[config.mk]
export PLATFORM = sky130hd
export DESIGN_NAME = cal_steer
export DESIGN_NICKNAME = d
export VERILOG_FILES = /design/src/rtl/cal_pkg.sv /design/src/rtl/cal_sync.sv /design/src/rtl/cal_hold.sv /design/src/rtl/cal_gate.sv /design/src/rtl/cal_pulse_cnt.sv /design/src/rtl/cal_steer.sv
export SDC_FILE = /design/constraint.sdc
export NUM_CORES = 1
export LEC_CHECK = 0
export BUFFER_PORTS_ARGS = -buffer_cell sky130_fd_sc_hd__buf_2
export CAP_MARGIN = 20
export CORE_ASPECT_RATIO = 1.75
export CORE_MARGIN = 2
export CORE_UTILIZATION = 40
export DETAILED_ROUTE_END_ITERATION = 7
export GPL_TIMING_DRIVEN = 0
export PLACE_DENSITY = 0.75
export SYNTH_ARGS = -nofsm -noshare
export SYNTH_HDL_FRONTEND = slang
export SYNTH_HIERARCHICAL = 1
export SYNTH_SLANG_ARGS = --single-unit
[constraint.sdc]
create_clock -name clk -period 3.4 [get_ports clk]
set_input_delay 0.68 -clock clk [delete_from_list [all_inputs] [get_ports clk]]
set_output_delay 0.68 -clock clk [all_outputs]
set_load 0.02 [all_outputs]
[src/rtl/cal_pkg.sv]
package cal_pkg;
  typedef enum logic {
    POL_ELECTRON = 1'b0,
    POL_HOLE     = 1'b1
  } cal_pol_e;
endpackage

[src/rtl/cal_sync.sv]
module cal_sync #(
  parameter int STAGES = 2
) (
  input  logic clk,
  input  logic rst_n,
  input  logic d_i,
  output logic q_o
);
  localparam int LAST = STAGES - 1;

  logic [LAST:0] chain_q;

  generate
    if (STAGES == 1) begin : g_single
      always_ff @(posedge clk or negedge rst_n) begin
        if (!rst_n) chain_q <= '0;
        else        chain_q <= d_i;
      end
    end else begin : g_multi
      always_ff @(posedge clk or negedge rst_n) begin
        if (!rst_n) chain_q <= '0;
        else        chain_q <= {chain_q[LAST-1:0], d_i};
      end
    end
  endgenerate

  assign q_o = chain_q[LAST];
endmodule

[src/rtl/cal_hold.sv]
module cal_hold
  import cal_pkg::*;
#(
  parameter int AMP_W = 8
) (
  input  logic             clk,
  input  logic             rst_n,
  input  logic             load_i,
  input  logic             holes_i,
  input  logic [AMP_W-1:0] hi_i,
  input  logic [AMP_W-1:0] lo_i,
  output cal_pol_e         pol_o,
  output logic [AMP_W-1:0] hi_o,
  output logic [AMP_W-1:0] lo_o
);
  always_ff @(posedge clk or negedge rst_n) begin
    if (!rst_n) begin
      pol_o <= POL_ELECTRON;
      hi_o  <= '0;
      lo_o  <= '0;
    end else if (load_i) begin
      pol_o <= holes_i ? POL_HOLE : POL_ELECTRON;
      hi_o  <= hi_i;
      lo_o  <= lo_i;
    end
  end

  // no reload while the pulse is starting or running
  assert_freeze_R6: assert property (@(posedge clk) disable iff (!rst_n)
    !load_i |=> ($stable(hi_o) && $stable(lo_o) && $stable(pol_o)));

  // a load captures the inputs
  assert_capture_R2: assert property (@(posedge clk) disable iff (!rst_n)
    load_i |=> (hi_o == $past(hi_i) && lo_o == $past(lo_i)
                && pol_o == cal_pol_e'($past(holes_i))));
endmodule

[src/rtl/cal_gate.sv]
module cal_gate #(
  parameter int NUM_CH = 128
) (
  input  logic              clk,
  input  logic              rst_n,
  input  logic              fire_i,
  input  logic [NUM_CH-1:0] sel_i,
  output logic [NUM_CH-1:0] en_o
);
  generate
    for (genvar ch = 0; ch < NUM_CH; ch++) begin : g_ch
      always_ff @(posedge clk or negedge rst_n) begin
        if (!rst_n) en_o[ch] <= 1'b0;
        else        en_o[ch] <= fire_i & sel_i[ch];
      end
    end
  endgenerate

  // no channel is enabled once the fire request is gone
  assert_idle_dark_R1: assert property (@(posedge clk) disable iff (!rst_n)
    !fire_i |=> (en_o == '0));
endmodule

[src/rtl/cal_pulse_cnt.sv]
module cal_pulse_cnt #(
  parameter int CNT_W = 16
) (
  input  logic             clk,
  input  logic             rst_n,
  input  logic             rise_i,
  output logic [CNT_W-1:0] count_o
);
  localparam logic [CNT_W-1:0] ONE = CNT_W'(1);

  always_ff @(posedge clk or negedge rst_n) begin
    if (!rst_n)      count_o <= '0;
    else if (rise_i) count_o <= count_o + ONE;
  end

  // counter moves only on a pulse start
  assert_hold_count_R8: assert property (@(posedge clk) disable iff (!rst_n)
    !rise_i |=> $stable(count_o));
endmodule

[src/rtl/cal_steer.sv]
module cal_steer
  import cal_pkg::*;
#(
  parameter int NUM_CH      = 128,
  parameter int AMP_W       = 8,
  parameter int CNT_W       = 16,
  parameter int SYNC_STAGES = 2
) (
  input  logic              clk,
  input  logic              rst_n,
  input  logic              cal_mode_i,
  input  logic              holes_mode_i,
  input  logic              val_i,
  input  logic [NUM_CH-1:0] ch_sel_i,
  input  logic [AMP_W-1:0]  amp_hi_i,
  input  logic [AMP_W-1:0]  amp_lo_i,
  output logic              pulse_active_o,
  output logic              polarity_o,
  output logic [AMP_W-1:0]  amp_hi_o,
  output logic [AMP_W-1:0]  amp_lo_o,
  output logic [NUM_CH-1:0] inject_en_o,
  output logic [CNT_W-1:0]  pulse_count_o
);
  logic     val_sync;
  logic     fire;
  logic     pulse_q;
  logic     pulse_rise;
  cal_pol_e pol_q;

  cal_sync #(.STAGES(SYNC_STAGES)) u_sync (
    .clk   (clk),
    .rst_n (rst_n),
    .d_i   (val_i),
    .q_o   (val_sync)
  );

  // pulse request for the coming cycle
  assign fire       = val_sync & cal_mode_i;
  assign pulse_rise = fire & ~pulse_q;

  always_ff @(posedge clk or negedge rst_n) begin
    if (!rst_n) pulse_q <= 1'b0;
    else        pulse_q <= fire;
  end

  cal_hold #(.AMP_W(AMP_W)) u_hold (
    .clk     (clk),
    .rst_n   (rst_n),
    .load_i  (~fire),
    .holes_i (holes_mode_i),
    .hi_i    (amp_hi_i),
    .lo_i    (amp_lo_i),
    .pol_o   (pol_q),
    .hi_o    (amp_hi_o),
    .lo_o    (amp_lo_o)
  );

  cal_gate #(.NUM_CH(NUM_CH)) u_gate (
    .clk    (clk),
    .rst_n  (rst_n),
    .fire_i (fire),
    .sel_i  (ch_sel_i),
    .en_o   (inject_en_o)
  );

  cal_pulse_cnt #(.CNT_W(CNT_W)) u_cnt (
    .clk     (clk),
    .rst_n   (rst_n),
    .rise_i  (pulse_rise),
    .count_o (pulse_count_o)
  );

  assign pulse_active_o = pulse_q;
  assign polarity_o     = pol_q;

  // mode off means no pulse in the next cycle
  assert_mode_gate_R3: assert property (@(posedge clk) disable iff (!rst_n)
    !cal_mode_i |=> !pulse_active_o);

  // enables only appear under an active pulse
  assert_inject_masked_R1: assert property (@(posedge clk) disable iff (!rst_n)
    !pulse_active_o |-> (inject_en_o == '0));

  // codes frozen across consecutive pulse cycles
  assert_codes_stable_R6: assert property (@(posedge clk) disable iff (!rst_n)
    (pulse_active_o && $past(pulse_active_o)) |->
      ($stable(amp_hi_o) && $stable(amp_lo_o) && $stable(polarity_o)));

  // count steps by one as the pulse starts
  assert_count_step_R8: assert property (@(posedge clk) disable iff (!rst_n)
    $rose(pulse_active_o) |-> (pulse_count_o == $past(pulse_count_o) + CNT_W'(1)));
endmodule

==> results.cfg <==
[timing]
setup_violations = 0
final-max-slew-violation-count = 0
worstMarginPinSlew_ns = 0.668
slew_headroom_pct = 55.5
final-hold-violation-count = 0
min_period_over_period_pct = 52.6
rsz0062_at_grt = false
fmax_mhz = 559
min_period_ns = 1.79
fin_skew_ns = 0.0126
finalSetupTns_ns = 0

[clock_network]
tritoncts = done
cts_max_level = 4
cts_resized = 0
clock_path_buffers = 2
path_clk_slew_ns = 0.07
cts_buffers = 17
clk_latency_ns = 0.41
ctsHoldBuffers = 0
cts_root_buf = clkbuf_16
post_cts_buffers = 0
cts_sinks = 164

[power_and_ir_drop]
powerDensity_nw_per_um2 = 556
power_mw = 4.47
p_leak_nw = 4.59
ir_drop_mv = 0.315

[finish]
design_area_um2 = 8040
fin_util_pct = 58.1
syn2layout_area_growth_pct = 41.9
fin_cells = 889
drive_gt1_share_pct = 57.2
fin_nets = 848

[route]
wl_met3_mm = 1.28
wl_mm = 13.7
final_antenna_net_count = 0
wire_per_inst_um = 15.4
drt_first_pass_iters = 6
top_layer_used = met5
vias = 3871
drcViolationCount = 0
m1WireLength_mm = 4.59
viasPerCell = 4.35
wl_met2_mm = 7.51
first_iter_violations = 119

[placed_design]
port_buffers = 310
dp_cells = 856
hpwl_mm = 10.7
place.gp.congestion = 0.799
dpl-instance-area_um2 = 7470

[floorplan]
coreArea_um2 = 13800
die_area_um2 = 15200
die_w_um = 94.0
pin_count = 311
die_y_um = 161
fp-row-count = 57
initial_utilization_pct = 41.0

[worst_setup_path]
worst_path_max_delay_cell = dfrtp_1
crit_path_end_kind = primary output
cp_data_required_time_ns = 2.72
worstPathMaxFanout = 5
arrival_ns = 1.11
setup.worst_path.start = u_cnt/count_o[2]
crit_type = reg2out
cp_top_family = flip-flops
r2r-start = pulse_active_o
cp-endpoint = pulse_count_o[2]
r2r_cells = 5
crit_chain = buf_2
path_buf_inv = 1
reg2reg_slack_ns = 1.74
cp-start-kind = flip-flop
path_depth = 1
r2r-end = u_cnt/count_o[12]
cpPeakStageDelay_ns = 0.48

[logic_synthesis]
ys_warn_count = 6
netlist-cell-type-count = 23
ys_ff_latch = 164
syn_inst = 368
avgSynthCellArea_um2 = 15.4
synth_area_um2 = 5670
synth_seq_area_share_pct = 72.4
synth_nets = 518

[global_routing]
grt_pass1_vias = 4184
antenna_found_initial = 2
grt_max_degree = 92
grt_pass1_wl_mm = 20.7
grt_use_total_pct = 18.0
overflow = 0

[worst_hold_path]
hold_class = in2async

[outcome]
status = completed

[job]
maxCapViolCount = 0
==> placed cells by master, fill, tap and decap left out, drive strengths merged <==
cell type	instances
and2	129
clkinv	3
and4	1
nor2	3
diode	1
nand4	4
clkinvlp	2
clkbuf	20
and3b	1
nor4	1
nand2	6
nor3	2
mux2	18
nand3	5
buf	326
ha	1
xor2	6
and3	1
inv	9
dfrtp	164
xnor2	9
==> layout make-up <==
class / instances / area [µm²]
clock inverter: 13 / 113
sequential: 164 / 4100
clock buffer: 19 / 453
inverter: 1 / 3.75
timing repair buffer: 311 / 1590
antenna: 1 / 2.50
buffer: 16 / 185
multi-input combinational: 187 / 1380
tap: 177 / 221
fill: 1140 / 5790
==> synthesized netlist by cell type, drive strengths merged <==
| library cell | number | share of area, % |
|---|---|---|
| nor2 | 3 | 0.20 |
| nor3 | 2 | 0.35 |
| xnor2 | 9 | 1.4 |
| nand3 | 5 | 0.44 |
| mux2 | 18 | 4.2 |
| and3 | 1 | 0.11 |
| nand2 | 6 | 0.40 |
| and3b | 1 | 0.15 |
| and2 | 129 | 15 |
| and4 | 1 | 0.15 |
| dfrtp | 164 | 72 |
| nand4 | 4 | 0.71 |
| clkbuf | 1 | 0.13 |
| ha | 1 | 0.22 |
| nor4 | 1 | 0.11 |
| inv | 1 | 0.066 |
| buf | 15 | 3.1 |
| xor2 | 6 | 0.93 |
==> metal layers <==
metal	global-route usage (%)	up-vias
met5	0	-
met4	7.58	4
met3	6.39	30
met2	32.4	215
met1	18.6	1812
li1	-	1810
==> metrics by stage <==
step	setup slack [ns]	hold slack [ns]
after global routing	1.57	0.308
after CTS	1.59	0.276
after detailed placement	1.33	0.370
after global placement	-0.555	0.347
final	1.61	0.265
after floorplan	1.61	0.331
==> flip-flops by register name (all words and copies together) (netlist names) <==
| signal | flops |
|---|---|
| u_hold/lo_o | 8 |
| u_hold/hi_o | 8 |
| u_gate/en_o | 128 |
| pulse_active_o | 1 |
| u_cnt/count_o | 16 |
| u_hold/pol_o | 1 |
| u_sync/chain_q | 2 |
==> report_power, final <==
| part | total [mW] | internal [mW] | switching, mW |
|---|---|---|---|
| clock network | 1.80 | 0.999 | 0.797 |
| registers | 2.14 | 2.06 | 0.0784 |
| logic | 0.541 | 0.233 | 0.309 |
==> how the worst min path moves through the flow <==
| stage | endpoint | slack (ns) |
|---|---|---|
| global route | u_hold/hi_o[1] | 0.31 |
| global placement | u_sync/chain_q[1] | 0.35 |
| CTS | u_hold/hi_o[0] | 0.28 |
| detailed placement | u_sync/chain_q[1] | 0.37 |
| finish | u_hold/hi_o[0] | 0.27 |
| floorplan | u_sync/chain_q[1] | 0.33 |
==> kinds of logic after synthesis <==
group                    after synthesis  synth area share [%]
AND/OR/NAND/NOR                      153                  17.5
buffers and inverters                 17                  3.33
adder cells (fa/ha/maj)                1                 0.221
multiplexers                          18                  4.24
XOR/XNOR                              15                  2.32
flip-flops                           164                  72.4
Note: power is estimated with default switching activity, not from simulation.
